File: src/rtl/booth_seq_pkg.sv
package booth_seq_pkg;

    // Control phase of the sequencer
    typedef enum logic {
        PH_IDLE = 1'b0,
        PH_RUN  = 1'b1
    } phase_t;

    // Action selected by the recoded bit pair (low bit of the multiplier and the bit below it)
    typedef enum logic [1:0] {
        OP_KEEP = 2'b00,
        OP_ADD  = 2'b01,
        OP_SUB  = 2'b10
    } step_op_t;

    // The pair "01" ends a run of ones: add. The pair "10" starts one: subtract.
    function automatic step_op_t recode(input logic [1:0] pair);
        step_op_t op;
        case (pair)
            2'b01:   op = OP_ADD;
            2'b10:   op = OP_SUB;
            default: op = OP_KEEP;
        endcase
        return op;
    endfunction

    // Working register width: product bits, one guard bit, one trailing bit
    function automatic int work_width(input int xw, input int yw);
        return xw + yw + 2;
    endfunction

endpackage

File: src/rtl/booth_operand_prep.sv
module booth_operand_prep
    import booth_seq_pkg::*;
#(
    parameter int XW = 8,
    parameter int YW = 8
) (
    input  logic [XW-1:0]                   mcand,
    input  logic [YW-1:0]                   mplier,
    output logic [work_width(XW, YW)-1:0]   add_word,
    output logic [work_width(XW, YW)-1:0]   sub_word,
    output logic [work_width(XW, YW)-1:0]   p_init
);
    localparam int LOW_Z = YW + 1;

    logic [XW:0] m_ext;
    logic [XW:0] m_neg;

    // With one extra sign bit, negating -2^(XW-1) cannot wrap
    always_comb begin
        m_ext = {mcand[XW-1], mcand};
        m_neg = (~m_ext) + 1'b1;
    end

    assign add_word = {m_ext, {LOW_Z{1'b0}}};
    assign sub_word = {m_neg, {LOW_Z{1'b0}}};
    assign p_init   = {{(XW + 1){1'b0}}, mplier, 1'b0};

endmodule

File: src/rtl/booth_step.sv
module booth_step
    import booth_seq_pkg::*;
#(
    parameter int W = 18
) (
    input  logic [W-1:0] p_cur,
    input  logic [W-1:0] add_word,
    input  logic [W-1:0] sub_word,
    output logic [W-1:0] p_next
);
    step_op_t     op;
    logic [W-1:0] sum;

    always_comb begin
        op = recode(p_cur[1:0]);
        case (op)
            OP_ADD:  sum = p_cur + add_word;
            OP_SUB:  sum = p_cur + sub_word;
            default: sum = p_cur;
        endcase
        // Arithmetic shift right by one; carry out of the top is dropped
        p_next = {sum[W-1], sum[W-1:1]};
    end

endmodule

File: src/rtl/booth_ctrl.sv
module booth_ctrl
    import booth_seq_pkg::*;
#(
    parameter int YW = 8
) (
    input  logic clk,
    input  logic rst,
    input  logic start,
    output logic load,
    output logic step_en,
    output logic busy,
    output logic done
);
    localparam int CW = $clog2(YW + 1);
    localparam logic [CW-1:0] LAST = CW'(YW - 1);

    phase_t        phase_q;
    logic [CW-1:0] cnt_q;
    logic          done_q;

    assign load    = (phase_q == PH_IDLE) && start;
    assign step_en = (phase_q == PH_RUN);
    assign busy    = (phase_q == PH_RUN);
    assign done    = done_q;

    always_ff @(posedge clk) begin
        if (rst) begin
            phase_q <= PH_IDLE;
            cnt_q   <= '0;
            done_q  <= 1'b0;
        end else begin
            done_q <= 1'b0;
            case (phase_q)
                PH_IDLE: begin
                    if (start) begin
                        phase_q <= PH_RUN;
                        cnt_q   <= '0;
                    end
                end
                PH_RUN: begin
                    if (cnt_q == LAST) begin
                        phase_q <= PH_IDLE;
                        done_q  <= 1'b1;
                    end else begin
                        cnt_q <= cnt_q + 1'b1;
                    end
                end
                default: phase_q <= PH_IDLE;
            endcase
        end
    end

endmodule

File: src/rtl/booth_seq_mult.sv
module booth_seq_mult
    import booth_seq_pkg::*;
#(
    parameter int XW = 8,
    parameter int YW = 8
) (
    input  logic             clk,
    input  logic             rst,
    input  logic             start,
    input  logic [XW-1:0]    mcand,
    input  logic [YW-1:0]    mplier,
    output logic             busy,
    output logic             done,
    output logic [XW+YW-1:0] product
);
    localparam int W = work_width(XW, YW);

    logic         load;
    logic         step_en;
    logic [W-1:0] add_d, sub_d, init_d;
    logic [W-1:0] a_q, s_q, p_q;
    logic [W-1:0] p_nx;

    booth_operand_prep #(.XW(XW), .YW(YW)) u_prep (
        .mcand    (mcand),
        .mplier   (mplier),
        .add_word (add_d),
        .sub_word (sub_d),
        .p_init   (init_d)
    );

    booth_step #(.W(W)) u_step (
        .p_cur    (p_q),
        .add_word (a_q),
        .sub_word (s_q),
        .p_next   (p_nx)
    );

    booth_ctrl #(.YW(YW)) u_ctrl (
        .clk     (clk),
        .rst     (rst),
        .start   (start),
        .load    (load),
        .step_en (step_en),
        .busy    (busy),
        .done    (done)
    );

    always_ff @(posedge clk) begin
        if (rst) begin
            a_q <= '0;
            s_q <= '0;
            p_q <= '0;
        end else if (load) begin
            a_q <= add_d;
            s_q <= sub_d;
            p_q <= init_d;
        end else if (step_en) begin
            p_q <= p_nx;
        end
    end

    // Drop the trailing bit; the guard bit above the product is only a sign copy
    assign product = p_q[XW+YW:1];

endmodule

File: config.mk
export PLATFORM = sky130hd
export DESIGN_NAME = booth_seq_mult
export DESIGN_NICKNAME = d
export VERILOG_FILES = /design/src/rtl/booth_seq_pkg.sv /design/src/rtl/booth_operand_prep.sv /design/src/rtl/booth_step.sv /design/src/rtl/booth_ctrl.sv /design/src/rtl/booth_seq_mult.sv
export SDC_FILE = /design/constraint.sdc
export NUM_CORES = 1
export LEC_CHECK = 0
export ABC_CLOCK_PERIOD_IN_PS = 1800
export BUFFER_PORTS_ARGS = -buffer_cell sky130_fd_sc_hd__buf_2
export CAP_MARGIN = 20
export CORE_UTILIZATION = 35
export CTS_CLUSTER_SIZE = 24
export DETAILED_ROUTE_END_ITERATION = 8
export SLEW_MARGIN = 20
export SYNTH_ARGS = -nofsm -noshare
export SYNTH_HDL_FRONTEND = slang
export SYNTH_SLANG_ARGS = --single-unit
File: constraint.sdc
create_clock -name clk -period 1.8 [get_ports clk]
set_input_delay 0.18 -clock clk [delete_from_list [all_inputs] [get_ports clk]]
set_output_delay 0.18 -clock clk [all_outputs]
set_load 0.01 [all_outputs]
==> out/results.txt <==
Clock tree synthesis selected as its root buffer the cell sky130_fd_sc_hd__clkbuf_8. The number of diodes was 0; the count of standard-cell rows was 31. Excluding fillers, the count of instances in the completed layout stands at 487.

Of the synthesized area, sequential elements account for 29.35%. TritonCTS built the clock tree. Entering global routing, the biggest net connects 26 pins. Synthesis instantiated 48 different standard cells from the library. The endpoint identified for the worst register-to-register timing path is p_q[14]$_SDFFE_PP0P_. Clock tree synthesis inserted a total of 5 buffers. The number of nets handed over by synthesis was 383.

In this run the count of I/O pins placed on the die edge is 37. The region available for standard cell placement spans 7292 sq um. The tools report the total power of the final layout as 1.997 mW. The detail-routed via count per cell is 5.150, and the mean instance size in the synthesized netlist is 7.755 sq um. The run finished, with violations left.

The tools report the timing endpoint of the critical path as p_q[14]$_SDFFE_PP0P_. For the highest achievable clock rate, the log shows 535.6 MHz. The Yosys step of the flow raised 0 warnings.

For the count of endpoints failing setup in the final report, the log shows 2. The depth of the most critical reg-to-reg path came out at 8. Global placer's final weighted congestion: 0.8874.

The tools report the area of the die as 7953 sq um. The kind of capture point of the worst setup path is a flop. Summed over all nets, the half-perimeter wirelength after detailed placement is 5143 um.

The count of buffers added on input and output ports is 36. Wires add up to 6708 um. For this design the ratio of total power to cell area is 611.2 nW/um^2.

The floorplan step set the die width to 89.18 um. The pin slew with the least headroom to its limit is 0.6151 ns. Category of the most critical setup path: reg -> reg. The post-synthesis register bit count came out at 39. The tools report the post-route antenna net violation count as 0.

Subtracting the final worst setup slack from the clock period gives 1.867 ns. Across the VDD grid, the largest voltage drop is 302.4 uV. The area occupied by multi-input gates is 1764 sq um, and the clock slew seen by the registers of the worst setup and hold paths is 0.08 ns.

The post-synthesis instance area came out at 2660 sq um. At the worst endpoint, the arrival time is 2.08 ns. Across the run, the number of max-cap violations was 0.

Relative to the synthesized area, the layout overhead comes to 22.81%. The number of placed instances, taps included, is 479. Worst setup margin: -0.06703 ns. The required time of the critical path was 2.01 ns; the total routing usage reported by global routing was 18.04%. For this run, the detailed router's first-pass iteration total came to 4. The final hold slack was 0.1461 ns. The worst hold path belongs to the class in -> reg. The startpoint of the lowest-slack register-to-register path was s_q[9]$_SDFFE_PP0P_. In this run, the number of DRC markers left after iteration 0 of detailed routing was 134. The logs give 0 for the final count of hold timing violations and 2 for the number of levels in the clock H-tree.

The clock arrives with 0.008435 ns of skew. Among all flip-flop cells after synthesis, the most frequent one is sky130_fd_sc_hd__dfxtp_1. The checks that failed: negative setup slack. The starting density of the core is 36.48%. Setup slack on the worst reg-to-reg path comes out at -0.07 ns. The total global routing overflow came out at 0. The per-cell routed wire length was 13.77 um; the number of antenna violations at the first check in global routing was 0. Via count of the first global-routing pass: 2,296. The clock sink count was 39; the buffers inserted during post-CTS setup optimization was 0. The maximum fanout along the worst path is 2. Setup repair after global routing could not meet its margin everywhere. In this run the static leakage power is 1.433 nW. Headroom to the max-slew limit came out at 58.93%. The die is 89.18 um tall. The share of final-layout standard cells stronger than drive strength 1 is 28.35%. Critical path startpoint category: a flop.

In the finished design, the share of the clock period the worst path needs comes to 103.7%. Counting flops with an async set or reset pin after synthesis yields a share of 0%. The clock latency reported for the late side of the worst-skew pair is 0.29 ns, and the count of flip-flops with a built-in enable after synthesis is 0. The logs give 0 for the max-slew violation count and 343 for the number of standard cells after synthesis.

The tools report the origin of the worst setup path as s_q[9]$_SDFFE_PP0P_. The run gives 783 as the fill cell total of the finished layout. After detailed routing, the number of remaining DRC violations is 0. The final net count came out at 427. The first-pass GRT wire length was 10,900 um.

Across all layers, the routed design uses 2,508 vias. The clock passes through at most 2 buffers. Across the whole layout, storage elements account for 789.5 sq um.
[cell type report]
cell class	instances	area share [%]
Multi-Input combinational cell	256	54.00
Sequential cell	39	24.17
Timing Repair Buffer	70	13.33
Tap cell	99	3.792
Clock buffer	7	2.643
Inverter	15	1.800
Clock inverter	1	0.2681
[how the worst min path moves through the flow]
| stage | from | endpoint | slack (ns) | cells past startpoint |
|---|---|---|---|---|
| 2_1_floorplan | mcand[2] | a_q[11]$_SDFFE_PP0P_ | 0.32 | 2 |
| 4_1_cts | mcand[6] | a_q[15]$_SDFFE_PP0P_ | 0.14 | 3 |
| 5_1_grt | mcand[6] | a_q[15]$_SDFFE_PP0P_ | 0.14 | 3 |
| 6_report | mcand[6] | a_q[15]$_SDFFE_PP0P_ | 0.15 | 3 |
| 3_3_place_gp | s_q[11]$_SDFFE_PP0P_ | s_q[11]$_SDFFE_PP0P_ | 0.45 | 2 |
| 3_5_place_dp | s_q[14]$_SDFFE_PP0P_ | s_q[14]$_SDFFE_PP0P_ | 0.45 | 2 |
[per-stage QoR]
| step | area (sq um) | setup slack (ns) | utilization [%] | TNS, ns |
|---|---|---|---|---|
| floorplan | 2689 | 0.02593 | - | 0 |
| global route | 3267 | -0.1510 | 44.80 | -0.3230 |
| detailed placement | 3055 | -0.1118 | 41.90 | -0.4487 |
| global placement | 3055 | -0.06749 | 41.90 | -0.1691 |
| finish | 3267 | -0.06703 | 44.80 | -0.07075 |
| CTS | 3211 | -0.07291 | 44.03 | -0.07291 |
[metal layers]
layer / wire length (um) / share of wire [%] / up-vias / global-route usage (%)
li1: - / - / 1285 / -
met1: 3328 / 50 / 1153 / 24.45
met2: 2946 / 44 / 59 / 27.76
met3: 267 / 4.0 / 11 / 3.878
met4: 165 / 2.5 / 0 / 7.504
met5: 0 / 0 / - / 0
[flip-flops by register name, indices dropped and copies added (netlist names)]
register,count
a_q,7
p_q,17
s_q,9
u_ctrl.busy,1
u_ctrl.cnt_q,4
u_ctrl.done,1
[timing repair]
| action | CTS | global route |
|---|---|---|
| pin swaps | 5 | 11 |
| hold endpoints to repair | 0 | 0 |
| hold buffers | 0 | 0 |
| gates resized for setup | 15 | 13 |
| endpoints found under the setup margin | 6 | 7 |
[worst max-delay path: stages (launching register included)]
cell	delay, ns
sky130_fd_sc_hd__dfxtp_2	0.36
sky130_fd_sc_hd__ha_4	0.15
sky130_fd_sc_hd__inv_4	0.04
sky130_fd_sc_hd__fa_2	0.37
sky130_fd_sc_hd__nand2b_4	0.17
sky130_fd_sc_hd__a21oi_4	0.16
sky130_fd_sc_hd__o22ai_2	0.09
sky130_fd_sc_hd__or3_1	0.32
sky130_fd_sc_hd__a41oi_2	0.13
[power by group]
group          switching, mW  leakage [nW]  internal (mW)  total [mW]
Clock                  0.317        0.0484          0.314       0.632
Combinational          0.233          1.06          0.179       0.413
Sequential            0.0445         0.322          0.908       0.953
Total                  0.595          1.43           1.40        2.00
[synthesized netlist by cell type, types with 2 or more instances]
| master | instances | share of area, % |
|---|---|---|
| sky130_fd_sc_hd__a41oi_1 | 2 | 0.66 |
| sky130_fd_sc_hd__buf_4 | 16 | 4.5 |
| sky130_fd_sc_hd__o21bai_1 | 2 | 0.56 |
| sky130_fd_sc_hd__xor2_1 | 6 | 2.0 |
| sky130_fd_sc_hd__nor3_1 | 11 | 2.1 |
| sky130_fd_sc_hd__buf_1 | 3 | 0.42 |
| sky130_fd_sc_hd__dfxtp_1 | 39 | 29 |
| sky130_fd_sc_hd__nor2_1 | 34 | 4.8 |
| sky130_fd_sc_hd__nor2b_1 | 4 | 0.94 |
| sky130_fd_sc_hd__o21a_1 | 4 | 1.1 |
| sky130_fd_sc_hd__nand3_1 | 11 | 2.1 |
| sky130_fd_sc_hd__a21o_1 | 3 | 0.85 |
| sky130_fd_sc_hd__a221oi_1 | 3 | 0.99 |
| sky130_fd_sc_hd__fa_1 | 2 | 1.5 |
| sky130_fd_sc_hd__ha_1 | 19 | 8.9 |
| sky130_fd_sc_hd__a211oi_1 | 4 | 1.1 |
| sky130_fd_sc_hd__clkbuf_1 | 7 | 0.99 |
| sky130_fd_sc_hd__or3_1 | 2 | 0.47 |
| sky130_fd_sc_hd__mux2i_1 | 10 | 3.8 |
| sky130_fd_sc_hd__buf_2 | 7 | 1.3 |
| sky130_fd_sc_hd__inv_1 | 15 | 2.1 |
| sky130_fd_sc_hd__a31oi_1 | 3 | 0.71 |
| sky130_fd_sc_hd__nand2b_1 | 10 | 2.4 |
| sky130_fd_sc_hd__o22ai_1 | 3 | 0.71 |
| sky130_fd_sc_hd__nand2_1 | 34 | 4.8 |
| sky130_fd_sc_hd__and3_1 | 2 | 0.47 |
| sky130_fd_sc_hd__nor4_1 | 4 | 0.94 |
| sky130_fd_sc_hd__a211o_1 | 2 | 0.66 |
| sky130_fd_sc_hd__o21ai_0 | 13 | 2.4 |
| sky130_fd_sc_hd__xnor2_1 | 5 | 1.6 |
| sky130_fd_sc_hd__nor3b_1 | 3 | 0.85 |
| sky130_fd_sc_hd__nand3b_1 | 3 | 0.85 |
| sky130_fd_sc_hd__o31ai_1 | 2 | 0.56 |
| sky130_fd_sc_hd__a21oi_1 | 41 | 7.7 |
[kinds of logic (layout without fill, tap and decap cells)]
logic type / Yosys count / after routing / share of synthesized area [%]
buf+inv: 48 / 93 / 9.360
fa+ha+maj: 21 / 21 / 10.44
flops: 39 / 39 / 29.35
compound gates: 89 / 89 / 20.60
xor+xnor: 11 / 11 / 3.622
mux: 11 / 11 / 4.186
simple gates: 124 / 124 / 22.44
[cells in the final DEF, fill, tap and decap left out, types with 3 or more instances in the layout]
master                     instances
sky130_fd_sc_hd__nor2_1           34
sky130_fd_sc_hd__clkbuf_8          6
sky130_fd_sc_hd__a21o_1            3
sky130_fd_sc_hd__xor2_1            6
sky130_fd_sc_hd__buf_4            34
sky130_fd_sc_hd__o21a_1            4
sky130_fd_sc_hd__nor2b_1           4
sky130_fd_sc_hd__nor4_1            3
sky130_fd_sc_hd__dfxtp_2           7
sky130_fd_sc_hd__o21ai_0          10
sky130_fd_sc_hd__inv_1            14
sky130_fd_sc_hd__ha_1             16
sky130_fd_sc_hd__o21ai_1           3
sky130_fd_sc_hd__nor3b_1           3
sky130_fd_sc_hd__a31oi_1           3
sky130_fd_sc_hd__nand2b_1          8
sky130_fd_sc_hd__a21oi_1          38
sky130_fd_sc_hd__xnor2_1           5
sky130_fd_sc_hd__buf_2            36
sky130_fd_sc_hd__dfxtp_1          32
sky130_fd_sc_hd__nand2_1          34
sky130_fd_sc_hd__mux2i_1          10
sky130_fd_sc_hd__nand3b_1          3
sky130_fd_sc_hd__nor3_1           11
sky130_fd_sc_hd__nand3_1          11
No activity file was read; power rests on OpenSTA's default activity.
